### src/rtl/wtr_sched_pkg.sv
package wtr_sched_pkg;
  typedef enum logic [2:0] {
    CMD_NOP = 3'd0,
    CMD_ACT = 3'd1,
    CMD_RD  = 3'd2,
    CMD_WR  = 3'd3,
    CMD_PRE = 3'd4
  } sdr_cmd_e;

  typedef enum logic [2:0] {
    ST_IDLE, ST_WR, ST_PRE, ST_ACT, ST_RD
  } sched_st_e;

  // write-to-read turnaround: burst/2 + 2
  function automatic logic [3:0] wrd_cycles(input logic [1:0] code);
    case (code)
      2'd0:    wrd_cycles = 4'd3;
      2'd1:    wrd_cycles = 4'd4;
      default: wrd_cycles = 4'd6;
    endcase
  endfunction
endpackage

### src/rtl/sdr_ivl_cnt.sv
module sdr_ivl_cnt #(
  parameter int TW = 5
) (
  input  logic          clk_i,
  input  logic          rst_ni,
  input  logic          load_i,
  input  logic [TW-1:0] val_i,
  output logic          zero_o
);
  logic [TW-1:0] cnt_q;

  // loaded in the anchor cycle with val-1 so zero is reached val cycles later
  always_ff @(posedge clk_i or negedge rst_ni) begin
    if (!rst_ni)                cnt_q <= '0;
    else if (load_i)            cnt_q <= (val_i == '0) ? '0 : val_i - 1'b1;
    else if (cnt_q != '0)       cnt_q <= cnt_q - 1'b1;
  end

  assign zero_o = (cnt_q == '0);

  p_sat_r12: assert property (@(posedge clk_i) disable iff (!rst_ni)
    (zero_o && !load_i) |=> zero_o);
  p_dec_r12: assert property (@(posedge clk_i) disable iff (!rst_ni)
    (!zero_o && !load_i) |=> (cnt_q == $past(cnt_q) - 1'b1));
endmodule

### src/rtl/sdr_open_row_tbl.sv
module sdr_open_row_tbl #(
  parameter int NUM_BANKS = 4,
  parameter int ROW_W     = 12,
  localparam int BANK_W   = $clog2(NUM_BANKS)
) (
  input  logic              clk_i,
  input  logic              rst_ni,
  input  logic              set_i,
  input  logic [BANK_W-1:0] set_bank_i,
  input  logic [ROW_W-1:0]  set_row_i,
  input  logic              clr_i,
  input  logic [BANK_W-1:0] clr_bank_i,
  input  logic [BANK_W-1:0] lk_bank_i,
  output logic              lk_vld_o,
  output logic [ROW_W-1:0]  lk_row_o
);
  logic [NUM_BANKS-1:0] vld_q;
  logic [ROW_W-1:0]     row_q [NUM_BANKS];

  for (genvar b = 0; b < NUM_BANKS; b++) begin : g_bank
    always_ff @(posedge clk_i or negedge rst_ni) begin
      if (!rst_ni) begin
        vld_q[b] <= 1'b0;
        row_q[b] <= '0;
      end else if (set_i && set_bank_i == BANK_W'(b)) begin
        vld_q[b] <= 1'b1;
        row_q[b] <= set_row_i;
      end else if (clr_i && clr_bank_i == BANK_W'(b)) begin
        vld_q[b] <= 1'b0;
      end
    end

    p_set_opens_r10: assert property (@(posedge clk_i) disable iff (!rst_ni)
      (set_i && set_bank_i == BANK_W'(b)) |=> (vld_q[b] && row_q[b] == $past(set_row_i)));
    p_clr_closes_r10: assert property (@(posedge clk_i) disable iff (!rst_ni)
      (clr_i && !set_i && clr_bank_i == BANK_W'(b)) |=> !vld_q[b]);
  end

  assign lk_vld_o = vld_q[lk_bank_i];
  assign lk_row_o = row_q[lk_bank_i];
endmodule

### src/rtl/sdr_wtr_sched.sv
module sdr_wtr_sched
  import wtr_sched_pkg::*;
#(
  parameter int NUM_BANKS = 4,
  parameter int ROW_W     = 12,
  parameter int TW        = 5,
  localparam int BANK_W   = $clog2(NUM_BANKS)
) (
  input  logic              clk_i,
  input  logic              rst_ni,
  input  logic              req_valid_i,
  output logic              req_ready_o,
  input  logic [BANK_W-1:0] wr_bank_i,
  input  logic [ROW_W-1:0]  wr_row_i,
  input  logic [BANK_W-1:0] rd_bank_i,
  input  logic [ROW_W-1:0]  rd_row_i,
  input  logic [1:0]        bl_code_i,
  input  logic [TW-1:0]     t_wpd_i,
  input  logic [TW-1:0]     t_rp_i,
  input  logic [TW-1:0]     t_rcd_i,
  output logic [2:0]        cmd_o,
  output logic [BANK_W-1:0] cmd_bank_o,
  output logic [ROW_W-1:0]  cmd_row_o,
  output logic              wr_stb_o,
  output logic              rd_stb_o,
  output logic              pre_stb_o,
  output logic              act_stb_o
);
  sched_st_e         st_q, st_d;
  logic [BANK_W-1:0] wr_bank_q, rd_bank_q;
  logic [ROW_W-1:0]  wr_row_q, rd_row_q;
  logic [1:0]        bl_q;
  logic              same_bank_q;
  sdr_cmd_e          cmd;
  logic              accept;
  logic              wrd_zero, wpd_zero, gap_zero;
  logic              gap_load;
  logic [TW-1:0]     gap_val, wrd_val;
  logic              lk_vld;
  logic [ROW_W-1:0]  lk_row;

  assign accept      = req_valid_i && req_ready_o;
  assign req_ready_o = (st_q == ST_IDLE);

  always_ff @(posedge clk_i or negedge rst_ni) begin
    if (!rst_ni) begin
      wr_bank_q   <= '0;
      rd_bank_q   <= '0;
      wr_row_q    <= '0;
      rd_row_q    <= '0;
      bl_q        <= '0;
      same_bank_q <= 1'b0;
    end else if (accept) begin
      wr_bank_q   <= wr_bank_i;
      rd_bank_q   <= rd_bank_i;
      wr_row_q    <= wr_row_i;
      rd_row_q    <= rd_row_i;
      bl_q        <= bl_code_i;
      same_bank_q <= (wr_bank_i == rd_bank_i);
    end
  end

  // command due in the current cycle
  always_comb begin
    cmd = CMD_NOP;
    case (st_q)
      ST_WR:  cmd = CMD_WR;
      ST_PRE: if (!same_bank_q || wpd_zero) cmd = CMD_PRE;
      ST_ACT: if (gap_zero) cmd = CMD_ACT;
      ST_RD:  if (wrd_zero && gap_zero) cmd = CMD_RD;
      default: cmd = CMD_NOP;
    endcase
  end

  always_comb begin
    st_d = st_q;
    case (st_q)
      ST_IDLE: if (accept) st_d = ST_WR;
      ST_WR: begin
        if (same_bank_q)
          st_d = (rd_row_q == wr_row_q) ? ST_RD : ST_PRE;
        else if (!lk_vld)
          st_d = ST_ACT;
        else
          st_d = (lk_row == rd_row_q) ? ST_RD : ST_PRE;
      end
      ST_PRE: if (cmd == CMD_PRE) st_d = ST_ACT;
      ST_ACT: if (cmd == CMD_ACT) st_d = ST_RD;
      ST_RD:  if (cmd == CMD_RD)  st_d = ST_IDLE;
      default: st_d = ST_IDLE;
    endcase
  end

  always_ff @(posedge clk_i or negedge rst_ni) begin
    if (!rst_ni) st_q <= ST_IDLE;
    else         st_q <= st_d;
  end

  assign wrd_val  = TW'(wrd_cycles(bl_q));
  assign gap_load = (cmd == CMD_WR) || (cmd == CMD_PRE) || (cmd == CMD_ACT);
  always_comb begin
    case (cmd)
      CMD_PRE: gap_val = t_rp_i;
      CMD_ACT: gap_val = t_rcd_i;
      default: gap_val = '0;
    endcase
  end

  sdr_ivl_cnt #(.TW(TW)) u_wrd_cnt (
    .clk_i, .rst_ni, .load_i(cmd == CMD_WR), .val_i(wrd_val), .zero_o(wrd_zero));
  sdr_ivl_cnt #(.TW(TW)) u_wpd_cnt (
    .clk_i, .rst_ni, .load_i(cmd == CMD_WR), .val_i(t_wpd_i), .zero_o(wpd_zero));
  sdr_ivl_cnt #(.TW(TW)) u_gap_cnt (
    .clk_i, .rst_ni, .load_i(gap_load), .val_i(gap_val), .zero_o(gap_zero));

  sdr_open_row_tbl #(.NUM_BANKS(NUM_BANKS), .ROW_W(ROW_W)) u_tbl (
    .clk_i, .rst_ni,
    .set_i     ((cmd == CMD_WR) || (cmd == CMD_ACT)),
    .set_bank_i((cmd == CMD_WR) ? wr_bank_q : rd_bank_q),
    .set_row_i ((cmd == CMD_WR) ? wr_row_q : rd_row_q),
    .clr_i     (cmd == CMD_PRE),
    .clr_bank_i(rd_bank_q),
    .lk_bank_i (rd_bank_q),
    .lk_vld_o  (lk_vld),
    .lk_row_o  (lk_row)
  );

  always_comb begin
    cmd_bank_o = '0;
    cmd_row_o  = '0;
    case (cmd)
      CMD_WR: begin cmd_bank_o = wr_bank_q; cmd_row_o = wr_row_q; end
      CMD_PRE: cmd_bank_o = rd_bank_q;
      CMD_ACT, CMD_RD: begin cmd_bank_o = rd_bank_q; cmd_row_o = rd_row_q; end
      default: ;
    endcase
  end

  assign cmd_o     = cmd;
  assign wr_stb_o  = (cmd == CMD_WR);
  assign rd_stb_o  = (cmd == CMD_RD);
  assign pre_stb_o = (cmd == CMD_PRE);
  assign act_stb_o = (cmd == CMD_ACT);

  p_wr_after_accept_r2: assert property (@(posedge clk_i) disable iff (!rst_ni)
    accept |=> wr_stb_o);
  p_ready_after_rd_r2: assert property (@(posedge clk_i) disable iff (!rst_ni)
    rd_stb_o |=> req_ready_o);
  p_busy_r2: assert property (@(posedge clk_i) disable iff (!rst_ni)
    (wr_stb_o || pre_stb_o || act_stb_o || rd_stb_o) |-> !req_ready_o);
  p_rd_turnaround_r4: assert property (@(posedge clk_i) disable iff (!rst_ni)
    rd_stb_o |-> wrd_zero);
  p_pre_wpd_r5: assert property (@(posedge clk_i) disable iff (!rst_ni)
    (pre_stb_o && same_bank_q) |-> wpd_zero);
  p_act_rp_r6: assert property (@(posedge clk_i) disable iff (!rst_ni)
    act_stb_o |-> gap_zero);
  p_rd_rcd_r7: assert property (@(posedge clk_i) disable iff (!rst_ni)
    rd_stb_o |-> gap_zero);
  p_one_strobe_r11: assert property (@(posedge clk_i) disable iff (!rst_ni)
    $onehot0({wr_stb_o, rd_stb_o, pre_stb_o, act_stb_o}));
endmodule

### config.mk
export PLATFORM = sky130hd
export DESIGN_NAME = sdr_wtr_sched
export DESIGN_NICKNAME = d
export VERILOG_FILES = /design/src/rtl/wtr_sched_pkg.sv /design/src/rtl/sdr_ivl_cnt.sv /design/src/rtl/sdr_open_row_tbl.sv /design/src/rtl/sdr_wtr_sched.sv
export SDC_FILE = /design/constraint.sdc
export NUM_CORES = 1
export LEC_CHECK = 0
export ABC_CLOCK_PERIOD_IN_PS = 3300
export BUFFER_PORTS_ARGS = -buffer_cell sky130_fd_sc_hd__buf_2
export CAP_MARGIN = 10
export CELL_PAD_IN_SITES_DETAIL_PLACEMENT = 1
export CELL_PAD_IN_SITES_GLOBAL_PLACEMENT = 2
export CORE_ASPECT_RATIO = 1.75
export CORE_MARGIN = 5
export CORE_UTILIZATION = 41
export CTS_CLUSTER_SIZE = 20
export DETAILED_ROUTE_END_ITERATION = 10
export GPL_ROUTABILITY_DRIVEN = 1
export PLACE_DENSITY = 0.94
export SLEW_MARGIN = 20
export SYNTH_ARGS = -nofsm -noshare
export SYNTH_HDL_FRONTEND = slang
export SYNTH_SLANG_ARGS = --single-unit
export TNS_END_PERCENT = 50
### constraint.sdc
create_clock -name clk_i -period 3.3 [get_ports clk_i]
set_input_delay 0 -clock clk_i [delete_from_list [all_inputs] [get_ports clk_i]]
set_output_delay 0 -clock clk_i [all_outputs]
set_load 0.02 [all_outputs]
==> insert_results.sql <==
INSERT INTO impl_metrics (metric_group, metric, value, unit) VALUES
('clock_tree', 'clkSinkCount', '101', ''),
('sta', 'finalHoldWorstSlack', '0.0351', 'ns'),
('power', 'intPower', '3960', 'uW'),
('clock_tree', 'insertion_delay', '0.35', 'ns'),
('layout', 'num-fill-cells', '1440', ''),
('synthesis', 'netlist-cell-type-count', '55', ''),
('setup_path', 'required', '3.30', 'ns'),
('floorplan', 'floorplan.core_area', '0.0128', 'mm^2'),
('placement', 'place.detailed.hpwl', '10.8', 'mm'),
('synthesis', 'netlist_area', '0.00530', 'mm^2'),
('floorplan', 'floorplan.die.height', '160', 'um'),
('synthesis', 'synth_edf_count', '0', ''),
('grt', 'grt_max_degree', '52', ''),
('power', 'switching_share', '0.427', ''),
('setup_path', 'critPathKind', 'reg2out', ''),
('synthesis', 'asyncSetResetFlopFracSynth', '1.00', ''),
('power', 'irDropWorstVdd', '369', 'uV'),
('routing', 'first_pass_drt_iterations', '4', ''),
('power', 'seqPwrFrac', '0.363', ''),
('setup_path', 'arrival_time_at_the_worst_endpoint', '2.74', 'ns'),
('power', 'switchingPower', '2950', 'uW'),
('clock_tree', 'cts_buffers', '9', ''),
('floorplan', 'fp_rows', '55', ''),
('layout', 'syn2layout_area_growth', '21.8', '%'),
('floorplan', 'die_width', '95.9', 'um'),
('clock_tree', 'htree_num_levels', '3', ''),
('sta', 'finalHoldViolCount', '0', ''),
('status', 'outcome', 'finished, final reports clean', ''),
('sta', 'slew_headroom', '0.354', ''),
('synthesis', 'ys_ff_latch', '101', ''),
('clock_tree', 'post_cts.resized_instances', '0', ''),
('clock_tree', 'root_buffer_selected_by_cts', 'clkbuf_16', ''),
('job', 'timing.max_cap.violations', '0', ''),
('grt', 'antenna_found_initial', '0', ''),
('setup_path', 'worst_setup_path_end_kind', 'output pin', ''),
('routing', 'wirelength', '15.1', 'mm'),
('synthesis', 'synth_seq_area_share', '0.477', ''),
('floorplan', 'initial_core_util', '0.414', ''),
('layout', 'utilization', '0.504', ''),
('synthesis', 'ys.warnings.count', '0', ''),
('clock_tree', 'clk_pin_slew_worst_setup_hold_paths', '0.07', 'ns'),
('synthesis', 'postSynth.topFlopCell', 'dfrtp_1', ''),
('floorplan', 'boundaryPins', '70', ''),
('power', 'power.total', '6910', 'uW'),
('synthesis', 'synth_cells', '493', ''),
('sta', 'rsz0062_at_grt', 'no', ''),
('worst_hold_path', 'min-delay-path-class', 'in2async', ''),
('sta', 'setup_viol_count_final', '0', ''),
('routing', 'route.detailed.drc', '0', ''),
('sta', 'timing.final.max_slew_violations', '0', ''),
('synthesis', 'syn_avg_cell_area', '10.7', 'um^2'),
('power', 'power_leakage', '0.00287', 'uW'),
('sta', 'fin_setup_tns', '0', 'ns'),
('layout', 'mostFrequentLayoutCell', 'dfrtp_1', ''),
('sta', 'highest_clock_rate', '365', 'MHz'),
('routing', 'wire_per_inst', '19.7', 'um'),
('routing', 'vias_per_cell', '5.44', ''),
('routing', 'dr_total_vias', '4178', ''),
('floorplan', 'die_area', '0.0154', 'mm^2'),
('power', 'clock_power_share', '0.159', ''),
('placement', 'routabilityCongestion', '0.818', ''),
('grt', 'grt_pass1_vias', '4684', ''),
('sta', 'finalCritPeriodShare', '0.831', ''),
('sta', 'timing_worst_slew_pin_value', '0.968', 'ns'),
('setup_path', 'startpoint_type', 'flop', ''),
('layout', 'design.final.nets', '650', ''),
('placement', 'place.port_buffers', '69', ''),
('grt', 'grt_util_all_layers', '0.206', ''),
('routing', 'ant_nets', '0', ''),
('power', 'power-per-cell-area', '1070', 'mW/mm^2'),
('clock_tree', 'cts_tree', 'built', ''),
('layout', 'antenna-diode-count', '0', ''),
('power', 'power.combinational.fraction', '0.478', ''),
('grt', 'overflow', '0', ''),
('sta', 'final.min_clock_period', '2.74', 'ns'),
('setup_path', 'crit_fanout', '12', ''),
('synthesis', 'syn_nets', '551', ''),
('routing', 'drt_iter0_markers', '144', ''),
('layout', 'highest_count_cells_in_the_layout_ignoring_fill_and_taps', 'dfrtp_1 (101), buf_2 (68), nand2_1 (43), nor2_1 (41), dlygate4sd3_1 (34)', ''),
('grt', 'grt_pass1_wl', '24.2', 'mm'),
('layout', 'layout_cell_share_with_drive_strength_beyond_1', '0.255', ''),
('clock_tree', 'cts_buffer_depth', '2', ''),
('sta', 'finalClockSkew', '0.0107', 'ns');
==> synthesized netlist by cell type, types with 5 or more instances <==
master    number  area, um^2
a21oi_1       31         155
clkbuf_1       7        26.3
ha_1          10         125
o22ai_1        5        31.3
xnor2_1       24         210
a22o_1        14         123
o21ai_0       31         155
xor2_1        14         123
mux4_2        13         293
nor3_1        11        55.1
buf_2         15        75.1
inv_1         12        45.0
nor2_1        41         154
mux2_2        28         315
nand2b_1       7        43.8
nand2_1       43         161
mux2i_1       12         120
nand3_1        8        40.0
dfrtp_1      101        2530
o21ai_1        6        30.0
a22oi_1        5        37.5
==> logic make-up (layout without fill, tap and decap cells) <==
kind of cell,count (synthesis),in the layout,share of synthesized area
AO/OA/AOI/OAI,110,110,0.131
buffers and inverters,41,145,0.0364
adder cells (fa/ha/maj),10,10,0.0236
flip-flops,101,101,0.477
AND/OR/NAND/NOR,138,138,0.127
XOR/XNOR,38,38,0.0628
multiplexers,55,55,0.142
==> power groups by stage <==
stage | Clock (uW) | Sequential (uW) | Combinational (uW)
2_1_floorplan | 0 | 2240 | 2560
3_3_place_gp | 0 | 2470 | 3100
3_5_place_dp | 0 | 2530 | 3270
4_1_cts | 1120 | 2510 | 3330
5_1_grt | 1170 | 2580 | 3630
6_report | 1090 | 2510 | 3300
==> metrics by stage <==
step                cell area, um^2  worst slack [ns]  instances
global placement               5810             0.779        718
detailed placement             5810             0.700        718
global route                   6450             0.384        768
CTS                            6450             0.563        768
finish                         6450             0.558        768
floorplan                      5300              1.05        493
==> per-layer routing <==
layer / share of wire / up-vias / wire, um / global-route usage
met4: 0.045 / 0 / 672 / 0.109
met3: 0.027 / 45 / 409 / 0.0253
met1: 0.37 / 2111 / 5540 / 0.219
met2: 0.56 / 83 / 8480 / 0.382
met5: 0 / - / 0 / 0
li1: - / 1939 / - / -
==> final cells by class <==
cell class	instances	area [um^2]	share of cell area
Multi-Input combinational cell	351	2580	0.400
Sequential cell	101	2530	0.392
Timing Repair Buffer	113	763	0.118
Clock buffer	9	225	0.0349
Tap cell	171	214	0.0332
Clock inverter	7	78.8	0.0122
Inverter	16	65.1	0.0101
==> registers in the layout, summed over array words and instances (netlist names) <==
register	count
u_tbl.vld_q	4
rd_row_q	12
bl_q	2
u_gap_cnt.cnt_q	5
st_q	3
same_bank_q	1
u_wpd_cnt.cnt_q	5
wr_bank_q	2
wr_row_q	12
u_tbl.row_q	48
rd_bank_q	2
u_wrd_cnt.cnt_q	5
==> repair_timing <==
action,CTS,global route
setup buffers,0,0
hold endpoints to repair,85,0
hold buffers,34,0
==> worst max-delay path, cell delays in order, from the launching register on <==
cell and delay, ns:
dfrtp_1 0.39, inv_1 0.12, ha_1 0.19, nor2b_1 0.18, and2_0 0.36, nand3_1 0.24, nand2_1 0.48, a22o_1 0.26
buf_2 0.18
==> path summary, 6_finish.rpt <==
check                                         from                 end  slack [ns]  depth (start not counted)
worst max-delay path            u_wrd_cnt.cnt_q[0]       cmd_row_o[10]        0.56                          8
worst min-delay path                        rst_ni         wr_row_q[5]        0.04                          2
worst max register to register  u_wpd_cnt.cnt_q[0]  u_gap_cnt.cnt_q[2]        0.68                         10
worst min register to register      u_tbl.vld_q[3]      u_tbl.vld_q[3]        0.48                          1
max in group asynchronous                   rst_ni         same_bank_q        2.35                          3
min in group clk_i                      t_wpd_i[3]  u_wpd_cnt.cnt_q[3]        0.04                          3
Note: power is estimated with default switching activity, not from simulation.
